--- config.mk ---
export PLATFORM = sky130hd
export DESIGN_NAME = tmr_chan
export DESIGN_NICKNAME = d
export VERILOG_FILES = /design/src/rtl/tmr_chan_pkg.sv /design/src/rtl/tmr_chan_cnt.sv /design/src/rtl/tmr_chan_dbuf.sv /design/src/rtl/tmr_chan_edge.sv /design/src/rtl/tmr_chan_flag.sv /design/src/rtl/tmr_chan.sv
export SDC_FILE = /design/constraint.sdc
export NUM_CORES = 1
export LEC_CHECK = 0
export BUFFER_PORTS_ARGS = -buffer_cell sky130_fd_sc_hd__buf_2
export CAP_MARGIN = 10
export CELL_PAD_IN_SITES_DETAIL_PLACEMENT = 0
export CELL_PAD_IN_SITES_GLOBAL_PLACEMENT = 2
export CORE_ASPECT_RATIO = 1.4
export CORE_UTILIZATION = 41
export DETAILED_ROUTE_END_ITERATION = 8
export PLACE_DENSITY_LB_ADDON = 0.1
export SETUP_SLACK_MARGIN = 0.05
export SLEW_MARGIN = 20
export SYNTH_ARGS = -nofsm -noshare
export SYNTH_HDL_FRONTEND = slang
export SYNTH_SLANG_ARGS = --single-unit
--- constraint.sdc ---
create_clock -name clk_i -period 3.6 [get_ports clk_i]
set_input_delay 0.54 -clock clk_i [delete_from_list [all_inputs] [get_ports clk_i]]
set_output_delay 0.54 -clock clk_i [all_outputs]
set_load 0.02 [all_outputs]
--- src/rtl/tmr_chan_pkg.sv ---
package tmr_chan_pkg;
  localparam int unsigned BUS_W  = 8;
  localparam int unsigned ADDR_W = 3;

  localparam logic [ADDR_W-1:0] ADDR_CTRL  = 3'd0;
  localparam logic [ADDR_W-1:0] ADDR_CNT_H = 3'd1;
  localparam logic [ADDR_W-1:0] ADDR_CNT_L = 3'd2;
  localparam logic [ADDR_W-1:0] ADDR_MOD_H = 3'd3;
  localparam logic [ADDR_W-1:0] ADDR_MOD_L = 3'd4;
  localparam logic [ADDR_W-1:0] ADDR_SC    = 3'd5;
  localparam logic [ADDR_W-1:0] ADDR_VAL_H = 3'd6;
  localparam logic [ADDR_W-1:0] ADDR_VAL_L = 3'd7;

  typedef enum logic [1:0] {
    MODE_IC   = 2'd0,
    MODE_OC   = 2'd1,
    MODE_EPWM = 2'd2,
    MODE_CPWM = 2'd3
  } chan_mode_e;
endpackage

--- src/rtl/tmr_chan_cnt.sv ---
module tmr_chan_cnt #(
  parameter int unsigned CNT_W = 16
) (
  input  logic             clk_i,
  input  logic             rst_ni,
  input  logic             center_i,
  input  logic             restart_i,
  input  logic [CNT_W-1:0] mod_i,
  output logic [CNT_W-1:0] cnt_o,
  output logic             wrap_o
);
  localparam logic [CNT_W-1:0] ONE = CNT_W'(1);

  logic [CNT_W-1:0] cnt_q, cnt_d;
  logic             down_q, down_d;
  logic             nat_wrap;

  always_comb begin
    cnt_d    = cnt_q;
    down_d   = down_q;
    nat_wrap = 1'b0;
    if (restart_i) begin
      cnt_d  = '0;
      down_d = 1'b0;
    end else if (!center_i) begin
      down_d = 1'b0;
      if (cnt_q >= mod_i) begin
        cnt_d    = '0;
        nat_wrap = 1'b1;
      end else begin
        cnt_d = cnt_q + ONE;
      end
    end else if (!down_q) begin
      if (cnt_q >= mod_i) begin
        if (mod_i == '0) begin
          cnt_d    = '0;
          nat_wrap = 1'b1;
        end else begin
          cnt_d  = cnt_q - ONE;
          down_d = 1'b1;
        end
      end else begin
        cnt_d = cnt_q + ONE;
      end
    end else begin
      if (cnt_q <= ONE) begin
        cnt_d    = '0;
        down_d   = 1'b0;
        nat_wrap = 1'b1;
      end else begin
        cnt_d = cnt_q - ONE;
      end
    end
  end

  always_ff @(posedge clk_i or negedge rst_ni) begin
    if (!rst_ni) begin
      cnt_q  <= '0;
      down_q <= 1'b0;
    end else begin
      cnt_q  <= cnt_d;
      down_q <= down_d;
    end
  end

  assign cnt_o  = cnt_q;
  assign wrap_o = nat_wrap | restart_i;
endmodule

--- src/rtl/tmr_chan_dbuf.sv ---
module tmr_chan_dbuf #(
  parameter int unsigned      W     = 16,
  parameter int unsigned      BW    = 8,
  parameter logic [W-1:0]     RST_V = '0
) (
  input  logic          clk_i,
  input  logic          rst_ni,
  input  logic          wr_hi_i,
  input  logic          wr_lo_i,
  input  logic [BW-1:0] wdata_i,
  input  logic          direct_i,
  input  logic          load_i,
  input  logic          cap_i,
  input  logic [W-1:0]  cap_val_i,
  output logic [W-1:0]  q_o
);
  logic [W-1:0] stage_q, q_q;
  logic         pend_q;

  always_ff @(posedge clk_i or negedge rst_ni) begin
    if (!rst_ni) begin
      stage_q <= RST_V;
      pend_q  <= 1'b0;
      q_q     <= RST_V;
    end else begin
      if (wr_hi_i) stage_q[W-1:BW] <= wdata_i;
      if (wr_lo_i) stage_q[BW-1:0] <= wdata_i;

      if (wr_lo_i && !direct_i)       pend_q <= 1'b1;
      else if (wr_lo_i || load_i)     pend_q <= 1'b0;

      if (cap_i)                      q_q <= cap_val_i;
      else if (wr_lo_i && direct_i)   q_q <= {stage_q[W-1:BW], wdata_i};
      else if (load_i && pend_q)      q_q <= stage_q;
    end
  end

  assign q_o = q_q;
endmodule

--- src/rtl/tmr_chan_edge.sv ---
module tmr_chan_edge #(
  parameter int unsigned STAGES = 2
) (
  input  logic clk_i,
  input  logic rst_ni,
  input  logic pin_i,
  output logic rise_o,
  output logic fall_o
);
  // STAGES synchronizer flops plus one history flop
  logic [STAGES:0] sh_q;

  always_ff @(posedge clk_i or negedge rst_ni) begin
    if (!rst_ni) sh_q <= '0;
    else         sh_q <= {sh_q[STAGES-1:0], pin_i};
  end

  assign rise_o =  sh_q[STAGES-1] & ~sh_q[STAGES];
  assign fall_o = ~sh_q[STAGES-1] &  sh_q[STAGES];
endmodule

--- src/rtl/tmr_chan_flag.sv ---
module tmr_chan_flag (
  input  logic clk_i,
  input  logic rst_ni,
  input  logic evt_i,
  input  logic rd_sc_i,
  input  logic wr_sc_i,
  input  logic wr_zero_i,
  output logic flag_o,
  output logic armed_o
);
  logic flag_q, armed_q;

  always_ff @(posedge clk_i or negedge rst_ni) begin
    if (!rst_ni) begin
      flag_q  <= 1'b0;
      armed_q <= 1'b0;
    end else begin
      // a new event always wins and voids a pending clear
      if (evt_i)                                flag_q <= 1'b1;
      else if (wr_sc_i && wr_zero_i && armed_q) flag_q <= 1'b0;

      if (evt_i)                  armed_q <= 1'b0;
      else if (rd_sc_i && flag_q) armed_q <= 1'b1;
      else if (wr_sc_i)           armed_q <= 1'b0;
    end
  end

  assign flag_o  = flag_q;
  assign armed_o = armed_q;
endmodule

--- src/rtl/tmr_chan.sv ---
module tmr_chan
  import tmr_chan_pkg::*;
#(
  parameter int unsigned      CNT_W       = 16,
  parameter int unsigned      SYNC_STAGES = 2,
  parameter logic [CNT_W-1:0] MOD_RST     = '1
) (
  input  logic              clk_i,
  input  logic              rst_ni,
  input  logic [ADDR_W-1:0] addr_i,
  input  logic              wr_i,
  input  logic              rd_i,
  input  logic [BUS_W-1:0]  wdata_i,
  output logic [BUS_W-1:0]  rdata_o,
  input  logic              pin_i,
  output logic              pin_o,
  output logic              pin_oe_o,
  output logic              irq_o
);
  logic             center_q, ie_q, msb_q, msa_q;
  logic [1:0]       els_q;
  logic             pin_q;
  chan_mode_e       mode;
  logic [CNT_W-1:0] cnt, mod_v, val_v;
  logic             wrap, restart;
  logic             rise, fall, cap, match, evt;
  logic             flag, armed;
  logic             wr_sc, rd_sc;

  assign wr_sc   = wr_i && (addr_i == ADDR_SC);
  assign rd_sc   = rd_i && (addr_i == ADDR_SC);
  assign restart = wr_i && ((addr_i == ADDR_CNT_H) || (addr_i == ADDR_CNT_L));

  always_comb begin
    if (center_q)   mode = MODE_CPWM;
    else if (msb_q) mode = MODE_EPWM;
    else if (msa_q) mode = MODE_OC;
    else            mode = MODE_IC;
  end

  tmr_chan_cnt #(.CNT_W(CNT_W)) u_cnt (
    .clk_i    (clk_i),
    .rst_ni   (rst_ni),
    .center_i (center_q),
    .restart_i(restart),
    .mod_i    (mod_v),
    .cnt_o    (cnt),
    .wrap_o   (wrap)
  );

  tmr_chan_dbuf #(.W(CNT_W), .BW(BUS_W), .RST_V(MOD_RST)) u_mod (
    .clk_i    (clk_i),
    .rst_ni   (rst_ni),
    .wr_hi_i  (wr_i && (addr_i == ADDR_MOD_H)),
    .wr_lo_i  (wr_i && (addr_i == ADDR_MOD_L)),
    .wdata_i  (wdata_i),
    .direct_i (1'b0),
    .load_i   (wrap),
    .cap_i    (1'b0),
    .cap_val_i('0),
    .q_o      (mod_v)
  );

  tmr_chan_dbuf #(.W(CNT_W), .BW(BUS_W), .RST_V('0)) u_val (
    .clk_i    (clk_i),
    .rst_ni   (rst_ni),
    .wr_hi_i  (wr_i && (addr_i == ADDR_VAL_H)),
    .wr_lo_i  (wr_i && (addr_i == ADDR_VAL_L)),
    .wdata_i  (wdata_i),
    .direct_i (mode == MODE_IC),
    .load_i   (wrap),
    .cap_i    (cap),
    .cap_val_i(cnt),
    .q_o      (val_v)
  );

  tmr_chan_edge #(.STAGES(SYNC_STAGES)) u_edge (
    .clk_i (clk_i),
    .rst_ni(rst_ni),
    .pin_i (pin_i),
    .rise_o(rise),
    .fall_o(fall)
  );

  assign cap   = (mode == MODE_IC) && ((els_q[0] && rise) || (els_q[1] && fall));
  assign match = (mode != MODE_IC) && (cnt == val_v);
  assign evt   = cap | match;

  tmr_chan_flag u_flag (
    .clk_i    (clk_i),
    .rst_ni   (rst_ni),
    .evt_i    (evt),
    .rd_sc_i  (rd_sc),
    .wr_sc_i  (wr_sc),
    .wr_zero_i(!wdata_i[BUS_W-1]),
    .flag_o   (flag),
    .armed_o  (armed)
  );

  always_ff @(posedge clk_i or negedge rst_ni) begin
    if (!rst_ni) begin
      center_q <= 1'b0;
      ie_q     <= 1'b0;
      msb_q    <= 1'b0;
      msa_q    <= 1'b0;
      els_q    <= 2'b00;
    end else begin
      if (wr_i && (addr_i == ADDR_CTRL)) center_q <= wdata_i[0];
      if (wr_sc) begin
        ie_q  <= wdata_i[6];
        msb_q <= wdata_i[5];
        msa_q <= wdata_i[4];
        els_q <= wdata_i[3:2];
      end
    end
  end

  always_ff @(posedge clk_i or negedge rst_ni) begin
    if (!rst_ni) begin
      pin_q <= 1'b0;
    end else begin
      unique case (mode)
        MODE_OC: if (match) begin
          unique case (els_q)
            2'b01:   pin_q <= ~pin_q;
            2'b10:   pin_q <= 1'b0;
            2'b11:   pin_q <= 1'b1;
            default: pin_q <= pin_q;
          endcase
        end
        MODE_EPWM, MODE_CPWM: pin_q <= (cnt < val_v) ^ els_q[0];
        default: pin_q <= pin_q;
      endcase
    end
  end

  assign pin_o    = pin_q;
  assign pin_oe_o = (mode != MODE_IC) && (els_q != 2'b00);
  assign irq_o    = flag & ie_q;

  always_comb begin
    unique case (addr_i)
      ADDR_CTRL:  rdata_o = {{(BUS_W-1){1'b0}}, center_q};
      ADDR_CNT_H: rdata_o = cnt[CNT_W-1:BUS_W];
      ADDR_CNT_L: rdata_o = cnt[BUS_W-1:0];
      ADDR_MOD_H: rdata_o = mod_v[CNT_W-1:BUS_W];
      ADDR_MOD_L: rdata_o = mod_v[BUS_W-1:0];
      ADDR_SC:    rdata_o = {flag, ie_q, msb_q, msa_q, els_q, 2'b00};
      ADDR_VAL_H: rdata_o = val_v[CNT_W-1:BUS_W];
      default:    rdata_o = val_v[BUS_W-1:0];
    endcase
  end
endmodule

### Word-level counts from Yosys, hierarchy flattened

Cells that the tools add are included.

| word-level totals | value |
|---|---|
| output and inout bits | 11 |
| flip-flop bits (word level) | 95 |
| memories kept | 0 |
| bits in writable memories | 0 |
| word-level logic and storage cells | 127 |
| ROM bits | 0 |
| bits in latches | 0 |
| input bits | 16 |

| operators by class | value |
|---|---|
| $add $sub $neg | 2 |
| magnitude comparators | 3 |
| bitwise gates (word level) | 9 |
| shift-type cells | 0 |
| $mul | 0 |
| equal/unequal tests | 16 |
| divide/modulo/power cells | 0 |
| reduce and logical (&&, ||, !) cells | 39 |
| mux-type cells | 39 |

Operators with widths:

| kind | number |
|---|---|
| $mux W16 | 10 |
| $pmux W8 S7 | 1 |
| $mux W1 | 24 |
| $logic_and A1 B1 Y1 | 20 |
| $add A16 B1 Y16 const B | 1 |
| $eq A16 B16 Y1 | 1 |
| $ge A16 B16 Y1 | 1 |
| $le A16 B1 Y1 const B | 1 |
| $logic_not A16 Y1 | 1 |
| $lt A16 B16 Y1 | 1 |
| $sub A16 B1 Y16 const B | 1 |
| $eq A3 B3 Y1 const B | 4 |
| $reduce_bool A2 Y1 | 6 |
| $eq A2 B2 Y1 const B | 4 |
| $eq A3 B2 Y1 const B | 2 |
| $reduce_bool A3 Y1 | 2 |
| $eq A2 B1 Y1 const B | 2 |
| $logic_or A1 B1 Y1 | 4 |
| $mux W2 | 2 |
| $ne A4 B1 Y1 const B | 1 |
| $and A1 B1 Y1 | 3 |
| $eq A3 B1 Y1 const B | 1 |
| $logic_not A3 Y1 | 1 |
| $not A1 Y1 | 3 |
| 9 further kinds | 11 |

### Logic depth before layout (Yosys ltp)

Gate-level depths: netlist of the first run.

| depth | value |
|---|---|
| depth after elaboration | 11 |
| depth in mapped cells | 9 |
| depth with buffers taken out | 8 |

### Modules after synthesis

Synthesis of the first run repeated with hierarchy kept, for this count alone.

| second synthesis, totals | value |
|---|---|
| cell total of the unflattened synthesis | 683 |
| area, all modules | 6500.0 µm² |

By module, submodules not included:

| module | instances | area an instance (µm²) | cells each | sequential area each (µm²) |
|---|---|---|---|---|
| tmr_chan_cnt | 1 | 1891.8 | 240 | 425.4 |
| tmr_chan_dbuf at u_mod | 1 | 1561.5 | 128 | 865.8 |
| tmr_chan_dbuf at u_val | 1 | 1521.5 | 128 | 825.8 |
| tmr_chan | 1 | 1353.8 | 175 | 175.2 |
| tmr_chan_edge | 1 | 90.1 | 5 | 75.1 |
| tmr_chan_flag | 1 | 81.3 | 7 | 50.0 |

### Least setup slack after synthesis of the first run

No wires, ideal clock.

| path | value |
|---|---|
| path type | reg2reg |
| start point | register u_mod.q_q[15], in the netlist u_mod.q_o[15] |
| end point | register u_val.q_q[0], in the netlist u_val.q_o[0] |
| buffers on the path | 0 |
| arrival | 2.640 ns |
| setup slack | 0.833 ns |
| stages on the path, launching flop included | 9 |
| library setup time | 0.128 ns |
| clock period less this slack | 2.767 ns |
| path through | dfstp_2 -> inv_1 -> ha_1 -> nand4_1 -> or3_1 -> a2111oi_2 -> nor3_1 -> o21ai_4 -> mux2_1 |

| on the way | value |
|---|---|
| cells in the longest elaborated chain, start to end | 9 |

Ends and longest elaborated chain:

| what | line | text |
|---|---|---|
| start: declaration | tmr_chan_dbuf.sv:17 | `logic [W-1:0] stage_q, q_q;` |
| start signal: assignment | tmr_chan_dbuf.sv:32 | `if (cap_i) q_q <= cap_val_i;` |
| start signal: assignment | tmr_chan_dbuf.sv:33 | `else if (wr_lo_i && direct_i) q_q <= {stage_q[W-1:BW], wdata_i};` |
| start signal: assignment | tmr_chan_dbuf.sv:34 | `else if (load_i && pend_q) q_q <= stage_q;` |
| parallel branches: the longest is 4 deep, another holds $ge A16 B16 Y1 | -- |  |
| $mux W1 * | tmr_chan_cnt.sv:25 | `end else if (!center_i) begin` |
| $mux W1 * | tmr_chan_cnt.sv:22 | `if (restart_i) begin` |
| $or A1 B1 Y1 * | tmr_chan_cnt.sv:67 | `assign wrap_o = nat_wrap \| restart_i;` |
| $logic_and A1 B1 Y1 * | tmr_chan_dbuf.sv:34 |  |
| $reduce_bool A3 Y1 (no line) * | -- |  |
| end signal: assignment | tmr_chan_dbuf.sv:32 |  |
| end signal: assignment | tmr_chan_dbuf.sv:33 |  |
| end signal: assignment | tmr_chan_dbuf.sv:34 |  |
| end: declaration | tmr_chan_dbuf.sv:17 |  |

Every way passes the cells marked *.
A chain may end at the register's enable or synchronous reset.

### Worst setup path in the final report of the first run

| path | value |
|---|---|
| start point | register u_mod.q_q[13], in the netlist u_mod.q_o[13] |
| end point | register u_cnt.cnt_q[11], in the netlist u_cnt.cnt_o[11] |

| on the way | value |
|---|---|
| cells in the longest elaborated chain, start to end | 6 |

Ends and longest elaborated chain:

| what | line | text |
|---|---|---|
| parallel branches: the longest is 4 deep, another holds $ge A16 B16 Y1 | -- |  |
| $mux W16 * | tmr_chan_cnt.sv:25 |  |
| $mux W16 * | tmr_chan_cnt.sv:22 |  |
| via u_cnt.cnt_d[11] | tmr_chan_cnt.sv:14 | `logic [CNT_W-1:0] cnt_q, cnt_d;` |
| end signal: assignment | tmr_chan_cnt.sv:61 | `cnt_q <= cnt_d;` |
| end: declaration | tmr_chan_cnt.sv:14 |  |

Mark *: on every way through the listed nets, which the timed path passes.

==> impl_results.md, run 1 <==
* First-pass iteration count of the detailed router at 5
* Worst slew pin tran at 812 ps
* Internal Power at 3.24 mW
* Leakage at 3.07 nW
* Clock Skew at 6.18 ps
* Hpwl dp at 15200 microns
* Final hold vios at 0
* Initial DRC count at 340
* Register area share after synthesis at 38.6%
* Vias in the first global route at 5006
* Critical Path End Type: flip-flop
* Fraction of layout cells with a size suffix above 1 at 29.0%
* Clk_lat worst skew at 360 ps
* Fraction of power spent switching nets at 44.4%
* Crit start category: flip-flop
* Pin count of the biggest net entering global routing at 58
* RSZ-0062 raised after global routing: false
* Global-route wire length before repair at 30900 microns
* Die width at 106 microns
* FFs w/ async S/R, synth at 100%
* Critical Path AT at 3390 ps
* Post-DRT Antenna Nets at 0
* Top cell type's share of synthesized area at 25.2%
* # Post-CTS Setup Buffers at 0
* Final setup viols at 0
* Total gr overflow at 0
* Hold Path Class: input port to async pin
* Data required, critical path at 3850 ps
* Die ar. at 0.0158 sq mm
* CP max stage delay at 600 ps
* Synth cell types at 66
* Sw Pwr at 2.58 mW
* Die height at 148 microns
* Clock Power Share at 17.2%
* Final nets at 709
* CTS H-tree depth at 3
* Drc violations at 0
* IO Pins at 27
* Combinational power share at 49.5%
* CP max stage cell: a2111oi_2
* CP Cell Sequence: inv_1 > ha_1 > nand4_1 > or3_1 > a2111oi_2 > o41a_1 > buf_4 > o21ai_0 > a311oi_1
* CTS root buf: clkbuf_16
* Util after Layout at 46.6%
* Synth Cell Area at 0.00626 sq mm
* # clock sinks at 95
* Delay-heaviest family, CP: compound AO/OA/AOI/OAI gates
* Hold buffer count at CTS at 0
* Max-slew violations at 0
* Antenna violations before repair at 0
* Syn_area_per_cell at 10.1 sq um
* Mapped Cells at 619
* Crit path max fanout at 22
* Crit Path Category: flip-flop to flip-flop
* Post-synth EDFFs at 0
* Post-synth top cells: dfrtp_1, a21oi_1, nand2_1, mux2_2, inv_1
* DR WL/cell at 23.5 microns
* Yosys top cell by area: dfrtp_1
* Maxcap violations at 0
* Total track usage at 26.7%
* Vias per inst at 5.87
* Max Clk Rate at 319 MHz
* Setup TNS at 0 ps
* Syn_nets at 672
* Port Buffers at 26
* RePlAce Congestion at 0.860
* Ranking of synthesized cells by area: dfrtp_1, dfstp_2, mux2_2
* CP bufs+invs at 2
* CTS tree: done
* Pwr dens at 832 mW/mm^2
* Resized cells post-CTS at 0
* Tcrit/Tclk final at 87.1%
* Routed WL at 20100 microns
* Main synth FF type: dfrtp_1
* Max IR drop VDD at 0.390 mV
* Row count at 53
* Area grow syn2layout at 11.7%
* Fillers at 1472
* Via Count at 5004
* Status: completed
* N_diodes at 0
* Top-count cell post-synth: dfrtp_1
* Longest Clk Path Bufs at 2
* Minimum clock period after layout at 3140 ps
* Post-synthesis register bit count at 95
* Synth warn at 0
* Number of CTS-inserted buffers at 9
* Max-slew headroom at 45.9%
* Reg power frac at 33.3%
* Core Region at 0.0150 sq mm
* Initial Util at 41.8%
* Clock-pin transition on the worst setup and hold timing paths at 80 ps
[cells by family (layout without fill, tap and decap cells)]
group                    Yosys count  in the layout  share of synthesized area, %
adder cells (fa/ha/maj)           37             37                          7.40
multiplexers                      92             92                          17.7
buffers and inverters             80            122                          6.20
XOR/XNOR                          17             17                          2.38
flip-flops                        95             95                          38.6
AO/OA/AOI/OAI                    142            142                          14.9
AND/OR/NAND/NOR                  156            156                          12.8
[state kept, by name, summed over array words and instances, names as in the netlist, 2 cells and up]
signal and count:
els_q 2, u_val.q_o 16, u_mod.q_o 16, u_val.stage_q 16, u_edge.sh_q 3, u_cnt.cnt_o 16
u_mod.stage_q 16
[worst reg2reg max path: stages (launching register included)]
cell and delay, ps:
dfstp_2 570, inv_1 50, ha_1 290, nand4_1 120, or3_1 430, a2111oi_2 600, o41a_1 230, buf_4 280
o21ai_0 170, a311oi_1 300
[power groups by stage]
stage | clock (mW) | combinational (mW) | sequential, mW
floorplan | 0 | 2.11 | 1.77
global placement | 0 | 2.81 | 1.95
detailed placement | 0 | 2.84 | 1.96
CTS | 1.03 | 2.86 | 1.94
global route | 1.06 | 3.16 | 1.98
finish | 1.00 | 2.88 | 1.94
[metrics by stage]
step | hold slack (ps) | setup WS (ps) | std cells | cell area (sq um) | total power [mW]
after floorplan | 244 | 833 | 619 | 6260 | 3.88
after global placement | 341 | 614 | 837 | 6680 | 4.76
after global routing | 273 | 189 | 853 | 6990 | 6.21
after CTS | 272 | 497 | 853 | 6990 | 5.83
after detailed placement | 338 | 526 | 837 | 6680 | 4.80
final | 267 | 463 | 853 | 6990 | 5.82
[placed cells by master (no fill, tap or decap), types with 3 or more instances in the layout]
master	n
ha_1	37
and3_1	4
a221oi_1	13
a311oi_1	4
nor3_1	11
clkbuf_16	9
xnor2_1	12
o21a_1	4
dfrtp_1	63
dfstp_2	32
nand3_1	12
xor2_1	5
a211oi_1	5
o31ai_1	3
a22oi_1	3
nor2_1	25
buf_2	25
mux2_2	49
o22ai_1	3
nand4_1	8
buf_4	35
mux2_4	10
a21oi_1	51
inv_1	46
nor2b_1	4
or3_1	6
nand2b_1	4
mux2i_1	26
o21ai_0	34
mux4_2	6
nand2_1	51
nor4_1	8
a21o_1	5
[path summary, 6_finish.rpt]
kind / slack (ps) / cells past startpoint / from / endpoint
min in group clk_i: 290 / 1 / pin_i / u_edge.sh_q[0]
max in group asynchronous: 2440 / 2 / rst_ni / u_mod.stage_q[10]
max: 460 / 9 / u_mod.q_o[13] / u_cnt.cnt_o[11]
max reg2reg: 460 / 9 / u_mod.q_o[13] / u_cnt.cnt_o[11]
min reg2reg: 360 / 0 / u_edge.sh_q[0] / u_edge.sh_q[1]
min: 270 / 1 / rst_ni / u_val.q_o[8]
[area by class of cell]
type / count / area (sq um) / share of cell area (%)
inverter: 46 / 173 / 2.47
timing repair buffer: 60 / 388 / 5.55
multi-input combinational: 444 / 3460 / 49.5
clock buffer: 9 / 225 / 3.22
sequential: 95 / 2420 / 34.6
tap: 192 / 240 / 3.44
clock inverter: 7 / 86.3 / 1.24
[per-layer routing]
metal | track usage (%) | up-vias | routed length [microns]
met5 | 0 | - | 0
met4 | 11.4 | 0 | 679
met3 | 3.37 | 32 | 733
met2 | 45.8 | 131 | 10200
met1 | 33.7 | 2512 | 8470
li1 | - | 2329 | -
Note: power is estimated with default switching activity, not from simulation.
==> inputs of run 2 (changes only) <==
Settings changed: CORE_ASPECT_RATIO 1.4 to not set.
==> run 2 against run 1 <==
  * The run now ends with DRC left
  * Core utilization increased by 0.76 points
  * Hold slack got worse by 16 ps
  * Clock power about the same
  * Register-to-register slack worse by 70 ps
  * Critical path type unchanged
==> impl_results.md, run 2 (synthesized netlist as in run 1, its figures left out) <==
* DR WL/cell at 22.5 microns (-4.3%)
* Initial DRC count at 325 (-4.4%)
* IO Pins at 27 (unchanged)
* Max Clk Rate at 312 MHz (-2.2%)
* Hold Path Class: input port to async pin
* CTS tree: done
* Clock-pin transition on the worst setup and hold timing paths at 80 ps (about the same)
* Critical Path AT at 3480 ps (+90 ps)
* Max-slew headroom at 48.4% (+2.5 points)
* Critical Path End Type: flip-flop
* Die height at 126 microns (-15%)
* Hold buffer count at CTS at 0 (unchanged)
* Max IR drop VDD at 0.401 mV (+2.8%)
* Final setup viols at 0 (unchanged)
* Core Region at 0.0147 sq mm (-1.9%)
* Global-route wire length before repair at 29300 microns (-5.1%)
* Clk_lat worst skew at 350 ps (about the same)
* CTS H-tree depth at 3 (unchanged)
* Fraction of power spent switching nets at 43.7% (-0.65 points)
* Via Count at 5011 (+0.14%)
* Reg2Reg Launch Point: u_mod.q_o[15]
* Failing checks: DRC
* Fraction of layout cells with a size suffix above 1 at 28.7% (-0.32 points)
* Crit start category: flip-flop
* Total gr overflow at 0 (unchanged)
* Pwr dens at 827 mW/mm^2 (-0.70%)
* Vias in the first global route at 4801 (-4.1%)
* R2R Path End: u_val.q_o[12]
* Max-slew violations at 0 (unchanged)
* Data required, critical path at 3880 ps (+30 ps)
* CTS root buf: clkbuf_16
* Leakage at 3.06 nW (-0.34%)
* Util after Layout at 47.4% (+0.76 points)
* Flop2flop setup slack at 390 ps (-70 ps)
* Fin worst setup slack at 392 ps (-70.8 ps)
* Minimum clock period after layout at 3210 ps (+70.8 ps)
* Crit path max fanout at 9 (-59%)
* Critical path startpoint: u_mod.q_o[15]
* Tcrit/Tclk final at 89.1% (+2.0 points)
* Longest Clk Path Bufs at 2 (unchanged)
* Combinational power share at 49.3% (-0.2 points)
* Number of CTS-inserted buffers at 9 (unchanged)
* Maxcap violations at 0 (unchanged)
* N_diodes at 0 (unchanged)
* Sw Pwr at 2.52 mW (-2.5%)
* # Post-CTS Setup Buffers at 0 (unchanged)
* Area grow syn2layout at 11.3%
* Most common cell after layout, fill and taps aside: dfrtp_1
* Vias per inst at 5.95 (+1.4%)
* CP endpoint: u_val.q_o[12]
* Initial Util at 42.6% (+0.82 points)
* Final nets at 706 (-0.42%)
* Status: finished, violations left
* Drc violations at 1 (+1)
* Final hold vios at 0 (unchanged)
* Reg power frac at 33.5% (+0.2 points)
* RePlAce Congestion at 0.863 (+0.31%)
* Resized cells post-CTS at 0 (unchanged)
* Worst slew pin tran at 775 ps (-37.1 ps)
* Routed WL at 19000 microns (-5.6%)
* Crit Path Category: flip-flop to flip-flop
* Clock Power Share at 17.2% (about the same)
* Clock Skew at 8.47 ps (+2.29 ps)
* Die ar. at 0.0158 sq mm (about the same)
* Die width at 126 microns (+18%)
* Post-DRT Antenna Nets at 0 (unchanged)
* First-pass iteration count of the detailed router at 7 (+2)
* # clock sinks at 95 (unchanged)
* R2R cell count at 9 (unchanged)
* Port Buffers at 26 (unchanged)
* Internal Power at 3.24 mW (+0.13%)
* Most frequent cells in the layout: dfrtp_1, nand2_1, a21oi_1
* RSZ-0062 raised after global routing: false
* Total power at 5.76 mW (-1.0%)
* Total track usage at 25.2% (-1.5 points)
* Hpwl dp at 14200 microns (-6.5%)
* Antenna violations before repair at 1 (+1)
* Setup TNS at 0 ps (unchanged)
* Row count at 44 (-17%)
* Pin count of the biggest net entering global routing at 55 (-5.2%)
* DP Worst Slack at 394 ps (-132 ps)
==> run 2: per-stage QoR <==
stage               hold slack (ps)  cell area, sq um  cells
detailed placement              350              6660    826
floorplan                       244              6260    619
finish                          251              6970    842
global placement                332              6660    826
global route                    274              6970    842
CTS                             270              6970    842
==> run 2: power by group through the flow <==
stage	clock (mW)	sequential, mW	combinational [mW]
floorplan	0	1.77	2.11
global placement	0	1.93	2.79
detailed placement	0	1.94	2.83
CTS	1.02	1.93	2.84
global route	1.06	1.98	3.14
finish	0.991	1.93	2.84
==> run 2: worst max-delay path, stage by stage (launching register included) <==
cell and delay (ps):
dfstp_2 560, inv_1 50, ha_1 310, nand4_1 140, or3_1 440, a2111oi_2 550
nor3_2 160, o21ai_4 420, buf_4 290, mux2i_1 210
==> run 2: per-layer routing <==
metal | routed length [microns] | GRT usage (%)
met5 | 52 | 0
met4 | 435 | 8.32
met3 | 762 | 3.72
met2 | 8970 | 40.7
met1 | 8730 | 34.6
==> run 2: cell type report <==
class                           instances  area, sq um
Sequential cell                        95         2420
Clock buffer                            9          225
Multi-Input combinational cell        444         3460
Clock inverter                          7         83.8
Tap cell                              184          230
Fill cell                            1425         7730
Inverter                               46          173
Timing Repair Buffer                   57          378
==> run 2: worst min path at each step <==
stage	start	to	slack [ps]	cells after the start
2_1_floorplan	rst_ni	center_q	240	0
3_3_place_gp	u_edge.sh_q[0]	u_edge.sh_q[1]	330	0
3_5_place_dp	u_edge.sh_q[0]	u_edge.sh_q[1]	350	0
4_1_cts	rst_ni	u_cnt.down_q	270	1
5_1_grt	pin_i	u_edge.sh_q[0]	270	1
6_report	rst_ni	u_cnt.cnt_o[6]	250	1
==> inputs of run 3 (changes only) <==
--- a/config.mk
+++ b/config.mk
@@ -14,3 +14,3 @@
 export PLACE_DENSITY_LB_ADDON = 0.1
-export SETUP_SLACK_MARGIN = 0.05
+export SETUP_SLACK_MARGIN = 0.3
 export SLEW_MARGIN = 20
==> constraint.sdc (replaced) <==
create_clock -name clk_i -period 3.6 [get_ports clk_i]
set_input_delay 1.08 -clock clk_i [delete_from_list [all_inputs] [get_ports clk_i]]
set_output_delay 1.08 -clock clk_i [all_outputs]
set_load 0.02 [all_outputs]
==> run 3 against run 2 <==
  * The flow now finishes without violations
  * First-iteration DRC count shrank 10%
  * Routed wire length shrank 1.3%
  * Clock-buffer cell count is the same
  * Global-route usage shrank 0.058 points
  * Maximum frequency shrank 3.6%
  * Critical endpoint is now rdata_o[6]
  * Largest cell class unchanged
==> impl_results.md, run 3 (synthesized netlist as in run 1, its figures left out) <==
* CTS H-tree depth at 3 (unchanged)
* CP bufs+invs at 4 (+2)
* Hold Path Class: flip-flop to flip-flop
* Critical Path End Type: output pin
* Most common cell after layout, fill and taps aside: dfrtp_1
* Global-route wire length before repair at 29200 microns (-0.33%)
* Clock Skew at 9.59 ps (+1.12 ps)
* Drc violations at 0 (-1)
* Port Buffers at 26 (unchanged)
* Crit Path Category: input port to output pin
* Max-slew headroom at 44.7% (-3.6 points)
* CTS tree: done
* Non-filler cells, final at 849 (+0.83%)
* DP Worst Slack at 129 ps (-265 ps)
* N_diodes at 0 (unchanged)
* Crit path max fanout at 12 (+3)
* Placed cell count at 832 (+0.73%)
* Initial Util at 42.6% (unchanged)
* Critical Path AT at 2250 ps (-1230 ps)
* Status: completed
* Routed WL at 18700 microns (-1.3%)
* Maxcap violations at 0 (unchanged)
* IO Pins at 27 (unchanged)
* First-pass iteration count of the detailed router at 5 (-2)
* Tcrit/Tclk final at 92.4% (+3.3 points)
* CP max stage cell: a221oi_1
* Post-DRT Antenna Nets at 0 (unchanged)
* Area after DPL at 0.00673 sq mm (+1.0%)
* Fin area at 0.00715 sq mm (+2.6%)
* CTS root buf: clkbuf_16
* Die height at 126 microns (unchanged)
* RSZ-0062 raised after global routing: false
* # Post-CTS Setup Buffers at 0 (unchanged)
* CP max stage delay at 350 ps (-210 ps)
* Core Region at 0.0147 sq mm (unchanged)
* Most frequent cells in the layout: dfrtp_1, nand2_1, mux2_2
* Row count at 44 (unchanged)
* Fraction of layout cells with a size suffix above 1 at 31.3% (+2.6 points)
* Die ar. at 0.0158 sq mm (unchanged)
* Clock-pin transition on the worst setup and hold timing paths at 70 ps (about the same)
* Longest Clk Path Bufs at 2 (unchanged)
* Hold slack at 363 ps (+112 ps)
* Clk_lat worst skew at 360 ps (about the same)
* Initial DRC count at 292 (-10%)
* Total power at 5.92 mW (+2.7%)
* Die width at 126 microns (unchanged)
* Leakage at 3.12 nW (+2.2%)
* # clock sinks at 95 (unchanged)
* CP Cell Sequence: buf_12 > buf_12 > buf_4 > nand2_2 > o21ai_1 > a221oi_1 > a21oi_1 > buf_4
* Crit start category: input port
* Antenna violations before repair at 0 (-1)
* Pin count of the biggest net entering global routing at 61 (+11%)
* Worst slew pin tran at 829 ps (+54.7 ps)
* Final nets at 713 (+0.99%)
* DR WL/cell at 22.0 microns (-2.1%)
* Vias per inst at 5.82 (-2.2%)
* Area grow syn2layout at 14.3%
* Data required, critical path at 2520 ps (-1360 ps)
* Number of CTS-inserted buffers at 9 (unchanged)
* Setup TNS at 0 ps (unchanged)
* Minimum clock period after layout at 3330 ps (+119 ps)
* Delay-heaviest family, CP: buffers and inverters
* Flop2flop setup slack at 470 ps (+80 ps)
* Fin worst setup slack at 273 ps (-119 ps)
* Total gr overflow at 0 (unchanged)
* Final setup viols at 0 (unchanged)
* Util after Layout at 48.6% (+1.2 points)
* Max IR drop VDD at 0.280 mV (-30%)
* Pwr dens at 827 mW/mm^2 (about the same)
* RePlAce Congestion at 0.818 (-5.2%)
* Fillers at 1393 (-2.2%)
* Vias in the first global route at 4978 (+3.7%)
* Total track usage at 25.2% (-0.058 points)
* Hpwl dp at 14000 microns (-1.6%)
* Via Count at 4944 (-1.3%)
* Max-slew violations at 0 (unchanged)
* Max Clk Rate at 301 MHz (-3.6%)
* Final hold vios at 0 (unchanged)
## run 3: cell types whose count changed in the layout (fill, tap and decap cells not counted), sizes merged
cell	change
buf	+5
clkbuf	+2
clkinv	-1
inv	+1
## run 3: where the power goes
group	leakage, nW	total, mW	switching, mW	internal (mW)
combinational	1.85	2.95	1.67	1.27
clock	0.150	0.980	0.487	0.493
sequential	1.12	1.99	0.460	1.53
total	3.12	5.92	2.62	3.30
## run 3: cell type report
cell class / count / area (sq um) / area share, %
Clock buffer: 9 / 225 / 3.15
Clock inverter: 7 / 76.3 / 1.07
Inverter: 46 / 173 / 2.41
Multi-Input combinational cell: 444 / 3540 / 49.5
Sequential cell: 95 / 2420 / 33.8
Tap cell: 184 / 230 / 3.22
Timing Repair Buffer: 64 / 487 / 6.81
## run 3: routing by layer
| metal | up-vias | wire length, microns | track usage [%] | share of wire [%] |
|---|---|---|---|---|
| met2 | 106 | 8920 | 41.1 | 48 |
| met5 | - | 0 | 0 | 0 |
| met1 | 2479 | 8750 | 34.4 | 47 |
| met3 | 21 | 625 | 2.82 | 3.3 |
| li1 | 2338 | - | - | - |
| met4 | 0 | 405 | 9.18 | 2.2 |
## run 3: final timing paths
kind | start | to | cells past startpoint
worst max register to register | u_cnt.cnt_o[0] | u_mod.q_o[2] | 8
worst min register to register | u_edge.sh_q[0] | u_edge.sh_q[1] | 0
max in group asynchronous | rst_ni | u_mod.stage_q[14] | 2
min in group asynchronous | rst_ni | u_cnt.cnt_o[5] | 1
worst max-delay path | addr_i[1] | rdata_o[6] | 8
worst min-delay path | u_edge.sh_q[0] | u_edge.sh_q[1] | 0
## run 3: what timing repair did
item                                   4_1_cts  5_1_grt
endpoints found under the hold margin        0        0
hold buffers                                 0        0
cloned                                       0        1
pin swaps                                    1        3
gates resized for setup                     12       14
setup endpoints to repair                    8       30
## run 3: worst reg2reg max path: stages, from the launching register on
cell	delay [ps]
dfrtp_1	380
inv_1	170
ha_1	260
nand2b_1	150
a2111oi_1	630
a2111oi_4	110
o31a_1	390
o21ai_4	560
mux2_2	410
